==> src/rtl/lsm_pkg.sv <==
package lsm_pkg;
    typedef enum logic [1:0] {
        OP_LOAD  = 2'd0,
        OP_STORE = 2'd1,
        OP_LINK  = 2'd2,
        OP_COND  = 2'd3
    } bus_op_e;

    typedef enum logic {
        ST_ARB  = 1'b0,
        ST_EXEC = 1'b1
    } bus_st_e;
endpackage

==> src/rtl/lsm_rr_arb.sv <==
module lsm_rr_arb #(
    parameter int NPORT  = 4,
    parameter int PORT_W = 2
) (
    input  logic              clk,
    input  logic              rst_n,
    input  logic [NPORT-1:0]  req,
    input  logic              advance,
    output logic [NPORT-1:0]  gnt,
    output logic [PORT_W-1:0] win,
    output logic              any
);
    logic [PORT_W-1:0] ptr_q;

    always_comb begin
        gnt = '0;
        win = '0;
        any = 1'b0;
        for (int i = 0; i < NPORT; i++) begin
            int idx;
            idx = int'(ptr_q) + i;
            if (idx >= NPORT) idx = idx - NPORT;
            if (!any && req[idx]) begin
                any      = 1'b1;
                win      = PORT_W'(idx);
                gnt[idx] = 1'b1;
            end
        end
    end

    always_ff @(posedge clk) begin
        if (!rst_n) begin
            ptr_q <= '0;
        end else if (advance) begin
            if (win == PORT_W'(NPORT - 1)) ptr_q <= '0;
            else                           ptr_q <= win + 1'b1;
        end
    end


    gnt_onehot_chk: assert property (@(posedge clk) disable iff (!rst_n)
        $onehot0(gnt));
endmodule

==> src/rtl/lsm_resv.sv <==
module lsm_resv
    import lsm_pkg::*;
#(
    parameter int NPORT  = 4,
    parameter int PORT_W = 2
) (
    input  logic              clk,
    input  logic              rst_n,
    input  logic              exec,
    input  logic [PORT_W-1:0] port,
    input  bus_op_e           op,
    output logic [NPORT-1:0]  resv,
    output logic              hold
);
    logic [NPORT-1:0] own;

    always_comb begin
        own       = '0;
        own[port] = 1'b1;
        hold      = resv[port];
    end

    always_ff @(posedge clk) begin
        if (!rst_n) begin
            resv <= '0;
        end else if (exec) begin
            unique case (op)
                OP_LOAD:  resv <= resv;
                OP_STORE: resv <= resv & own;
                OP_LINK:  resv[port] <= 1'b1;
                OP_COND:  if (hold) resv <= '0;
            endcase
        end
    end


    ll_set_chk: assert property (@(posedge clk) disable iff (!rst_n)
        (exec && op == OP_LINK) |=> resv[$past(port)]);

    sc_clear_chk: assert property (@(posedge clk) disable iff (!rst_n)
        (exec && op == OP_COND && hold) |=> (resv == '0));

    load_resv_chk: assert property (@(posedge clk) disable iff (!rst_n)
        (exec && op == OP_LOAD) |=> $stable(resv));
endmodule

==> src/rtl/lsm_lock_monitor.sv <==
module lsm_lock_monitor
    import lsm_pkg::*;
#(
    parameter int NPORT  = 4,
    parameter int DATA_W = 8,
    localparam int PORT_W = (NPORT > 1) ? $clog2(NPORT) : 1
) (
    input  logic                      clk,
    input  logic                      rst_n,
    input  logic [NPORT-1:0]          req,
    input  logic [2*NPORT-1:0]        op,
    input  logic [DATA_W*NPORT-1:0]   wdata,
    output logic [NPORT-1:0]          gnt,
    output logic                      rsp_valid,
    output logic [PORT_W-1:0]         rsp_port,
    output logic [DATA_W-1:0]         rsp_data
);
    bus_st_e           st_q, st_d;
    logic [NPORT-1:0]  arb_gnt;
    logic [PORT_W-1:0] arb_win;
    logic              arb_any;
    logic              take;
    logic              exec;
    logic [PORT_W-1:0] cur_port;
    bus_op_e           cur_op;
    logic [DATA_W-1:0] cur_wd;
    logic [DATA_W-1:0] lock_q;
    logic [NPORT-1:0]  resv;
    logic              hold;

    assign take = (st_q == ST_ARB) && arb_any;
    assign exec = (st_q == ST_EXEC);

    lsm_rr_arb #(.NPORT(NPORT), .PORT_W(PORT_W)) u_arb (
        .clk     (clk),
        .rst_n   (rst_n),
        .req     (req),
        .advance (take),
        .gnt     (arb_gnt),
        .win     (arb_win),
        .any     (arb_any)
    );

    lsm_resv #(.NPORT(NPORT), .PORT_W(PORT_W)) u_resv (
        .clk   (clk),
        .rst_n (rst_n),
        .exec  (exec),
        .port  (cur_port),
        .op    (cur_op),
        .resv  (resv),
        .hold  (hold)
    );

    // next-state logic
    always_comb begin
        st_d = st_q;
        unique case (st_q)
            ST_ARB:  if (arb_any) st_d = ST_EXEC;
            ST_EXEC: st_d = ST_ARB;
        endcase
    end

    // state register
    always_ff @(posedge clk) begin
        if (!rst_n) st_q <= ST_ARB;
        else        st_q <= st_d;
    end

    // latch the granted request
    always_ff @(posedge clk) begin
        if (!rst_n) begin
            cur_port <= '0;
            cur_op   <= OP_LOAD;
            cur_wd   <= '0;
        end else if (take) begin
            cur_port <= arb_win;
            cur_op   <= bus_op_e'(op[2*int'(arb_win) +: 2]);
            cur_wd   <= wdata[DATA_W*int'(arb_win) +: DATA_W];
        end
    end

    // lock word storage
    always_ff @(posedge clk) begin
        if (!rst_n) begin
            lock_q <= '0;
        end else if (exec) begin
            if (cur_op == OP_STORE)             lock_q <= cur_wd;
            else if (cur_op == OP_COND && hold) lock_q <= DATA_W'(1);
        end
    end

    // outputs
    always_comb begin
        gnt       = '0;
        rsp_valid = 1'b0;
        rsp_port  = cur_port;
        rsp_data  = '0;
        unique case (st_q)
            ST_ARB:  gnt = arb_gnt;
            ST_EXEC: begin
                rsp_valid = 1'b1;
                if (cur_op == OP_COND) rsp_data = {{(DATA_W-1){1'b0}}, hold};
                else                   rsp_data = lock_q;
            end
        endcase
    end


    gnt_req_chk: assert property (@(posedge clk) disable iff (!rst_n)
        ((gnt & ~req) == '0));

    exec_retire_chk: assert property (@(posedge clk) disable iff (!rst_n)
        rsp_valid |=> !rsp_valid);

    grant_resp_chk: assert property (@(posedge clk) disable iff (!rst_n)
        (gnt != '0) |=> (rsp_valid && gnt == '0));

    sc_lock_chk: assert property (@(posedge clk) disable iff (!rst_n)
        (exec && cur_op == OP_COND && rsp_data == DATA_W'(1)) |=> (lock_q == DATA_W'(1)));

    sc_fail_chk: assert property (@(posedge clk) disable iff (!rst_n)
        (exec && cur_op == OP_COND && rsp_data == '0) |=> $stable(lock_q));

    load_keep_chk: assert property (@(posedge clk) disable iff (!rst_n)
        (exec && cur_op == OP_LOAD) |=> $stable(lock_q));
endmodule

==> config.mk <==
export PLATFORM = sky130hd
export DESIGN_NAME = lsm_lock_monitor
export DESIGN_NICKNAME = d
export VERILOG_FILES = /design/src/rtl/lsm_pkg.sv /design/src/rtl/lsm_rr_arb.sv /design/src/rtl/lsm_resv.sv /design/src/rtl/lsm_lock_monitor.sv
export SDC_FILE = /design/constraint.sdc
export NUM_CORES = 1
export LEC_CHECK = 0
export ABC_AREA = 1
export BUFFER_PORTS_ARGS = -buffer_cell sky130_fd_sc_hd__buf_2
export CAP_MARGIN = 40
export CORE_MARGIN = 2
export CORE_UTILIZATION = 40
export CTS_CLUSTER_SIZE = 20
export DETAILED_ROUTE_END_ITERATION = 10
export GPL_TIMING_DRIVEN = 1
export PLACE_DENSITY_LB_ADDON = 0.08
export SETUP_SLACK_MARGIN = 0.5
export SYNTH_ARGS = -nofsm -noshare
export SYNTH_HDL_FRONTEND = slang
export SYNTH_SLANG_ARGS = --single-unit
export TNS_END_PERCENT = 20
==> constraint.sdc <==
create_clock -name clk -period 5.4 [get_ports clk]
set_input_delay 1.08 -clock clk [delete_from_list [all_inputs] [get_ports clk]]
set_output_delay 1.08 -clock clk [all_outputs]
set_load 0.005 [all_outputs]
== Word level (Yosys, flattened, before mapping) ==
Cells that the tools add are included.

* Flip-flop bits (word level): 27
* Bits of input ports: 46

* Add/sub/neg operators: 8
* Order comparisons: 14
* Equality and inequality tests: 5
* Shift operators: 2
* Multiplexer cells: 51
* Bitwise operators: 7
* Reduce and logical (&&, ||, !) cells: 17

{| class="wikitable"
|+ Operator list
! kind !! number
|-
| $ge A32 B1 Y1 const B || 4
|-
| $lt A32 B4 Y1 const B || 4
|-
| $mux W32 || 4
|-
| $ge A32 B4 Y1 const B || 3
|-
| $sub A32 B4 Y32 const B || 3
|-
| $mux W8 || 4
|-
| $shiftx A32 B6 Y8 || 1
|-
| $mux W4 || 6
|-
| $mux W1 || 20
|-
| $or A4 B4 Y4 || 4
|-
| $pmux W4 S3 || 1
|-
| $bmux W1 S2 || 5
|-
| $demux W1 S2 || 5
|-
| $logic_and A1 B1 Y1 || 10
|-
| $mux W2 || 5
|-
| $shiftx A8 B4 Y2 || 1
|-
| $add A2 B2 Y3 const B || 2
|-
| $eq A2 B2 Y1 const B || 3
|-
| $and A4 B4 Y4 || 1
|-
| $sub A2 B3 Y4 const B || 1
|-
| $add A2 B1 Y3 const B || 1
|-
| $ge A2 B3 Y1 const B || 1
|-
| $logic_not A1 Y1 || 3
|-
| $lt A2 B3 Y1 const B || 1
|-
| 10 further kinds || 11
|}

== Depth between registers and ports, before layout ==
Gate-level depths: netlist of run 1.

* Word-level depth: 17
* Depth in mapped cells: 15
* Depth with buffers taken out: 14

== Modules after synthesis ==
A second synthesis of run 1 with hierarchy kept.

* Cells, all modules: 384
* Area total of the unflattened synthesis: 2279.7 um^2

{| class="wikitable"
|+ By module, submodules not included
! module !! times used !! cells an instance !! area an instance (um^2)
|-
| lsm_lock_monitor || 1 || 227 || 1293.7
|-
| lsm_rr_arb || 1 || 91 || 608.1
|-
| lsm_resv || 1 || 66 || 377.9
|}

== Worst setup path before layout of run 1 ==
No wires, ideal clock.

* Kind: input to output
* Start: input port req[3]
* End: output port gnt[2]
* Arrival time: 2.011 ns
* Setup slack: 2.309 ns
* Stages: 11
* Path through: inv_1 nand2_1 nand3_1 nand2_4 nor2_8 nand2_1 o22ai_1 a21oi_1 o21ai_0 nand2_1 inv_1

* Longest elaborated chain between the ends: 14
* Elaborated cells on any way between the ends: 29
* Those cells by class: mux: 20; bitwise: 3; reduce/logical: 6

{| class="wikitable"
|+ Ends and longest elaborated chain
! item !! line !! source
|-
| from (decl) || lsm_lock_monitor.sv:10 || <nowiki>input logic [NPORT-1:0] req,</nowiki>
|-
| $bmux W1 S2 || lsm_rr_arb.sv:23 || <nowiki>if (!any && req[idx]) begin</nowiki>
|-
| $mux W1 (implied by the code) (2 in a row) || lsm_rr_arb.sv:23 ||
|-
| $mux W1 || lsm_rr_arb.sv:23 ||
|-
| $logic_not A1 Y1 || lsm_rr_arb.sv:23 ||
|-
| $logic_and A1 B1 Y1 || lsm_rr_arb.sv:23 ||
|-
| $mux W1 || lsm_rr_arb.sv:23 ||
|-
| $logic_not A1 Y1 || lsm_rr_arb.sv:23 ||
|-
| $logic_and A1 B1 Y1 || lsm_rr_arb.sv:23 ||
|-
| $mux W1 || lsm_rr_arb.sv:23 ||
|-
| $logic_not A1 Y1 || lsm_rr_arb.sv:23 ||
|-
| $logic_and A1 B1 Y1 || lsm_rr_arb.sv:23 ||
|-
| $mux W4 * || lsm_rr_arb.sv:23 ||
|-
| $mux W4 * || lsm_lock_monitor.sv:98 || <nowiki>unique case (st_q)</nowiki>
|-
| to (decl) || lsm_lock_monitor.sv:13 || <nowiki>output logic [NPORT-1:0] gnt,</nowiki>
|}

Mark *: on every way between the ends. The rest lies on a longest branch, timed or not. The select of a mux whose other input is x is not followed.

== Final worst setup path of run 1 ==
* Start: register u_arb.ptr_q[0]
* End: output port gnt[1]

* Longest elaborated chain between the ends: 16
* Elaborated cells on any way between the ends: 64
* Those cells by class: add/sub: 7; order compare: 12; mux: 32; bitwise: 3; reduce/logical: 10

{| class="wikitable"
|+ Ends and longest elaborated chain
! item !! line !! source
|-
| from (decl) || lsm_rr_arb.sv:13 || <nowiki>logic [PORT_W-1:0] ptr_q;</nowiki>
|-
| from (signal assigned) || lsm_rr_arb.sv:36 || <nowiki>else ptr_q <= win + 1'b1;</nowiki>
|-
| parallel branches: the longest is 14 deep, another holds $sub A32 B4 Y32 || - ||
|-
| $mux W4 * || lsm_rr_arb.sv:23 ||
|-
| $mux W4 * || lsm_lock_monitor.sv:98 ||
|}

Every way passes the cells marked *. The select of a mux whose other input is x is not followed.

==> results of run 1 <==
-- area by class of cell --
type,instances,area share
inverter,84,0.1199
timing repair buffer,60,0.1142
tap,72,0.03425
sequential,27,0.2055
clock buffer,4,0.01713
multi-input combinational,255,0.5090
-- worst min-delay path: cells and delay by family, from the launching register on --
family,cells,cell delay [ns]
flops,1,0.32
compound gates,1,0.05
simple gates,1,0.06
-- placed cells by master, fill, tap and decap left out, drive strengths merged, types with 5 or more instances in the layout --
master	count
nand3	76
dfxtp	27
nor2	40
a21oi	15
inv	84
a211oi	5
o21ai	11
buf	60
nand2	89
-- kinds of logic (layout without fill, tap and decap cells) --
group / count (synthesis) / in the layout
simple gates: 210 / 210
buf+inv: 99 / 148
compound gates: 41 / 41
flops: 27 / 27
fa+ha+maj: 4 / 4
-- flip-flops by register name, indices dropped and copies added (netlist names) --
register,count
cur_wd,8
rsp_port,2
exec,1
cur_op,2
u_resv.resv,4
lock_q,8
u_arb.ptr_q,2
-- report_power, final --
| part | internal, W | switching (W) | total [W] |
|---|---|---|---|
| clock | 0.0000529 | 0.0000613 | 0.000114 |
| sequential | 0.000260 | 0.0000633 | 0.000323 |
| combinational | 0.000378 | 0.000735 | 0.00111 |
| total | 0.000691 | 0.000859 | 0.00155 |
-- through the flow --
stage	setup slack (ns)	std cells	total power, W	utilization	hold slack, ns
after floorplan	2.309	381	0.001308	-	0.4456
after global placement	2.008	498	0.001445	0.4666	0.4570
after detailed placement	1.964	498	0.001451	0.4666	0.4591
after CTS	1.716	502	0.001569	0.4747	0.4731
after global routing	1.468	502	0.001742	0.4747	0.4992
final	1.703	502	0.001550	0.4747	0.4680
-- worst paths after layout --
kind / end / depth (start not counted)
worst max-delay path: gnt[1] / 13
worst min-delay path: lock_q[6]$_SDFFE_PN0P_ / 2
worst max register to register: cur_wd[5]$_SDFFE_PN0P_ / 13
worst min register to register: lock_q[6]$_SDFFE_PN0P_ / 2
-- layer usage --
| metal | vias up | part of all wire | track usage |
|---|---|---|---|
| met5 | - | 0 | 0 |
| met4 | 0 | 0.0026 | 0.02542 |
| met3 | 2 | 0.035 | 0.02828 |
| met2 | 40 | 0.49 | 0.3317 |
| met1 | 1077 | 0.47 | 0.2128 |
| li1 | 1286 | - | - |
==> metrics.csv, run 1 <==
metric,value,unit
cell with the most instances after synthesis,sky130_fd_sc_hd__nand2_1,
number of synthesized register bits,27,
start-to-end type of the worst setup path,reg -> out,
buffering stage count on the worst path with inverters included,4,
drt via density,4.791,
Static Leakage,1.548,nW
Initial Util,0.4164,
post-CTS setup buffer count,0,
PwrDens,589.3,nW/um^2
post-synthesis adder-cell area fraction,0.02169,
# setup viols final,0,
"EDFF count, synth",0,
global-route wire length before repair,9.287,mm
post-route fraction of the period consumed by the critical path,0.6847,
worst reg2reg path startpoint,u_arb.ptr_q[0]$_SDFFE_PN0P_,
filler cell count,624,
Worst-Margin Slew,0.7369,ns
cell accounting for the most synthesized area,sky130_fd_sc_hd__dfxtp_1,
Layout Area Growth over Synthesis,13.99,%
critical path peak fanout,14,
number of gates given a new drive strength after cts,0,
diode insertion count for antenna repair,0,
count of different cell masters after synthesis,29,
share of the synthesized area in the top cell type,0.2343,
vias after detailed routing,2405,
Commonest cells post-synth,"79 x sky130_fd_sc_hd__nand2_1, 78 x sky130_fd_sc_hd__inv_1, 63 x sky130_fd_sc_hd__nand3_1, 39 x sky130_fd_sc_hd__nor2_1, 27 x sky130_fd_sc_hd__dfxtp_1",
max-capacitance violation count,0,
worst hold start,lock_q[6]$_SDFFE_PN0P_,
"Net Count, Synth",431,
maximum clock frequency,0.2705,GHz
worst slew margin relative to its limit,0.5082,
DP HPWL,4.059,mm
register area share after synthesis,0.2343,
area share of and/or/nand/nor cells after synthesis,0.4512,
drt total wl,5.299,mm
Total Routing Usage GR,0.1763,
Max Clock Skew,0.005263,ns
run status,"finished, final reports clean",
share of final-layout standard cells stronger than drive strength 1,0.2209,
slack of the worst reg-to-reg path,2.40,ns
top post-synthesis cells by area,"sky130_fd_sc_hd__dfxtp_1 23%, sky130_fd_sc_hd__nand3_1 14%, sky130_fd_sc_hd__nand2_1 13%",
cell area after synthesis,2307,um^2
count of buffers inserted at the top-level ports,60,
"Top FF cell, synth",sky130_fd_sc_hd__dfxtp_1,
yosys warns,0,
Skew-Pair Late Insertion Delay,0.27,ns
number of buffers added to fix hold violations after cts,0,
Placed Instance Area,2585,um^2
minimum clock period after layout,3.697,ns
die span in x,79.95,um
cts bufs inserted,3,
number of hold-slack violations in the final timing report,0,
count of final max-slew check failures,0,
clock root buffer,sky130_fd_sc_hd__clkbuf_8,
drt initial violations,68,
cell row count,27,
aggregate global routing overflow,0,
number of standard cells after synthesis,381,
CTS clock-pin slew for the worst setup and hold paths,0.09,ns
Seq. cell area,540.5,um^2
cells traversed along the worst timing path,inv_2 -> ha_1 -> inv_1 -> nand3_2 -> nand2_4 -> nor2_8 -> nand2_1 -> o22ai_1 -> a21oi_1 -> o21ai_0 -> nand2_1 -> inv_1 -> buf_2,
post-layout net count,481,
async set or reset register ratio after synthesis,0,
stage delay of the slowest cell on the critical path,0.67,ns
dominant combinational cell family by area after synthesis,simple AND/OR/NAND/NOR gates,
category of the worst setup path capture point,output port,
average wire per cell in the routed design,10.56,um
post-route DRC violation count,0,
"IR drop worst, VDD",0.4279,mV
number of H-tree levels,1,
via count of the first global-routing pass,2303,
critical path data arrival time,2.62,ns
GPL Wtd Cong,0.8088,
RSZ-0062 raised after global routing,false,
# IOs,61,
total number of clock tree sinks,27,
startpoint type of the worst setup path,flip-flop,
CTS tree,built,
xor-xnor portion of the synthesized cell area,0,
die height,79.95,um
kind of path behind the tightest hold check,reg -> reg,
compound-gate portion of the synthesized area,0.1074,
CP Launch Point,u_arb.ptr_q[0]$_SDFFE_PN0P_,
area of the placeable core,5540,um^2
deepest clock path buffer count,2,
area of the multi-input gates,1339,um^2
post-layout instance area,2630,um^2
required time of the worst setup path,4.32,ns
synthesized area per cell,6.056,um^2
multiplexer share of the synthesized area,0,
area of the die,6391,um^2
cell with the largest stage delay on the worst path,sky130_fd_sc_hd__dfxtp_1,
Setup Total Neg Slack,0,ns
antenna violations before repair,0,
maximum number of pins on one net before global-route repair,24,
remaining antenna violation count,0,
top cell family by delay on the critical path,flip-flops,
number of search-and-repair iterations in the first detailed-routing pass,4,
Power figures use the tool's default switching activity.
==> inputs of run 2 (changes only) <==
Clock period 5.4 ns to 3.3 ns, I/O delays scaled along.
==> run 2 against run 1 <==
Routed wire length grew 4.4%. Register-to-register slack got worse by 1.6 ns. Clock-buffer cell count fell by 1. Clock skew decreased by 0.00056 ns. Via count increased by 1.8%. First-iteration DRC count increased by 25%. Design area up 2.9%. Sequential share of layout area shrank 0.43 points. Highest routed layer is now met3. Clock power up 69%. Non-clock buffer count up 4.
==> metrics.csv, run 2 (same netlist as run 1, synthesis figures left out) <==
metric,value,unit,change
run status,"finished, final reports clean",,
GPL Wtd Cong,0.8665,,+7.1%
minimum clock period after layout,2.749,ns,
area of the multi-input gates,1369,um^2,+2.2%
PwrDens,982.0,nW/um^2,+67%
post-route DRC violation count,0,,unchanged
share of final-layout standard cells stronger than drive strength 1,0.2488,,+0.02792
# IOs,61,,unchanged
area of the die,6391,um^2,unchanged
filler cell count,628,,+0.64%
RSZ-0062 raised after global routing,true,,
vias after detailed routing,2449,,+1.8%
CTS tree,built,,
average wire per cell in the routed design,10.94,um,+3.6%
critical path peak fanout,5,,-9
slack of the worst reg-to-reg path,0.82,ns,-1.58 ns
number of buffers added to fix hold violations after cts,0,,unchanged
antenna violations before repair,0,,unchanged
Cell Int Power,0.001196,W,+73%
total number of clock tree sinks,27,,unchanged
kind of path behind the tightest hold check,reg -> reg,,
number of hold-slack violations in the final timing report,0,,unchanged
Total Routing Usage GR,0.1821,,+0.005752
drt initial violations,85,,+25%
"worst slack, placed",0.6238,ns,-1.341 ns
Seq. cell area,544.3,um^2,+0.69%
post-layout net count,485,,+0.83%
portion of total power attributed to sequential cells,0.192,,-0.016
switching power total,0.001461,W,+70%
Skew-Pair Late Insertion Delay,0.27,ns,about the same
Worst-Margin Slew,0.6835,ns,-0.05343 ns
Switching Share,0.5499,,-0.004472
deepest clock path buffer count,2,,unchanged
Static Leakage,1.575,nW,+1.7%
start-to-end type of the worst setup path,reg -> out,,
largest registers,"cur_wd: 8 flops, lock_q: 8 flops, u_resv.resv: 4 flops",,
Max Clock Skew,0.004707,ns,-0.0005563 ns
Setup Total Neg Slack,0,ns,unchanged
aggregate global routing overflow,0,,unchanged
number of search-and-repair iterations in the first detailed-routing pass,4,,unchanged
startpoint type of the worst setup path,flip-flop,,
drt total wl,5.534,mm,+4.4%
cell row count,27,,unchanged
Initial Util,0.4164,,unchanged
required time of the worst setup path,2.64,ns,-1.68 ns
Clk network pwr share,0.073,,about the same
DP HPWL,4.338,mm,+6.9%
count of buffers inserted at the top-level ports,60,,unchanged
drt via density,4.840,,+1.0%
post-route fraction of the period consumed by the critical path,0.8329,,
combinational cell fraction of total power,0.735,,+0.017
"leading cell types in the layout, fill and taps excluded","78 x sky130_fd_sc_hd__nand2_1, 76 x sky130_fd_sc_hd__inv_1, 63 x sky130_fd_sc_hd__nand3_1",,
Final Power,0.002656,W,+71%
diode insertion count for antenna repair,0,,unchanged
die span in x,79.95,um,unchanged
Layout Area Growth over Synthesis,17.24,%,
max-capacitance violation count,0,,unchanged
via count of the first global-routing pass,2264,,-1.7%
number of H-tree levels,1,,unchanged
clock root buffer,sky130_fd_sc_hd__clkbuf_8,,
critical path data arrival time,2.09,ns,-0.53 ns
remaining antenna violation count,0,,unchanged
maximum number of pins on one net before global-route repair,24,,unchanged
cts bufs inserted,3,,unchanged
global-route wire length before repair,9.473,mm,+2.0%
# setup viols final,0,,unchanged
worst slew margin relative to its limit,0.5439,,+0.03566
"leading cell type in the layout, fill and taps excluded",sky130_fd_sc_hd__nand2_1,,
count of final max-slew check failures,0,,unchanged
"IR drop worst, VDD",0.6897,mV,+61%
CTS clock-pin slew for the worst setup and hold paths,0.10,ns,about the same
min setup slack post-route,0.5514,ns,-1.151 ns
category of the worst setup path capture point,output port,,
maximum clock frequency,0.3638,GHz,
die height,79.95,um,unchanged
final core utilization,0.4883,,+0.01355
area of the placeable core,5540,um^2,unchanged
run 2: cell types whose count changed in the layout (fill, tap and decap cells not counted), sizes merged:
| cell | delta |
|---|---|
| buf | +4 |
| clkinv | +1 |
| inv | -1 |
| clkbuf | -1 |
| clkinvlp | +1 |
run 2: worst paths after layout:
check	startpoint	end	cells after the start
max reg2reg	u_arb.ptr_q[1]$_SDFFE_PN0P_	cur_wd[3]$_SDFFE_PN0P_	13
max	u_arb.ptr_q[1]$_SDFFE_PN0P_	gnt[2]	11
min reg2reg	lock_q[7]$_SDFFE_PN0P_	lock_q[7]$_SDFFE_PN0P_	2
min	lock_q[7]$_SDFFE_PN0P_	lock_q[7]$_SDFFE_PN0P_	2
run 2: cell type report:
class | count | area share
Clock inverter | 1 | 0.001850
Multi-Input combinational cell | 255 | 0.5060
Inverter | 84 | 0.1189
Timing Repair Buffer | 64 | 0.1235
Tap cell | 72 | 0.03330
Sequential cell | 27 | 0.2012
Clock buffer | 3 | 0.01526
run 2: per-layer routing:
metal  track usage  share of wire
met5             0              0
met4       0.01525              0
met3       0.02941          0.041
met2        0.3467           0.51
met1        0.2207           0.45
run 2: power by group through the flow:
stage          registers [W]  clock network [W]  logic, W
3_5_place_dp        0.000514                  0   0.00188
4_1_cts             0.000507           0.000198   0.00190
6_report            0.000510           0.000193   0.00195
2_1_floorplan       0.000485                  0   0.00165
3_3_place_gp        0.000512                  0   0.00187
5_1_grt             0.000525           0.000207   0.00225
run 2: worst max-delay path, stage by stage, from the launching register on:
cell                         delay (ns)
sky130_fd_sc_hd__dfxtp_4           0.39
sky130_fd_sc_hd__clkinvlp_4        0.15
sky130_fd_sc_hd__ha_4              0.33
sky130_fd_sc_hd__inv_2             0.05
sky130_fd_sc_hd__nand3_2           0.08
sky130_fd_sc_hd__nand2_4           0.07
sky130_fd_sc_hd__nor2_8            0.15
sky130_fd_sc_hd__nand3_2           0.13
sky130_fd_sc_hd__o21ai_0           0.23
sky130_fd_sc_hd__nand2_1           0.08
sky130_fd_sc_hd__inv_1             0.06
sky130_fd_sc_hd__buf_2             0.10
run 2: repair_timing:
item                       in CTS  in global routing
pin swaps                       0                  2
gates resized for setup         2                  9
setup endpoints to repair       4                  4
gates cloned                    0                  0
setup buffers                   0                  3
run 2: per-stage QoR:
stage	cell area, um^2	std cells	hold WS, ns
final	2705	506	0.4707
after CTS	2653	503	0.4743
after detailed placement	2592	499	0.4588
after global routing	2705	506	0.5009
after global placement	2592	499	0.4569
after floorplan	2307	381	0.4456
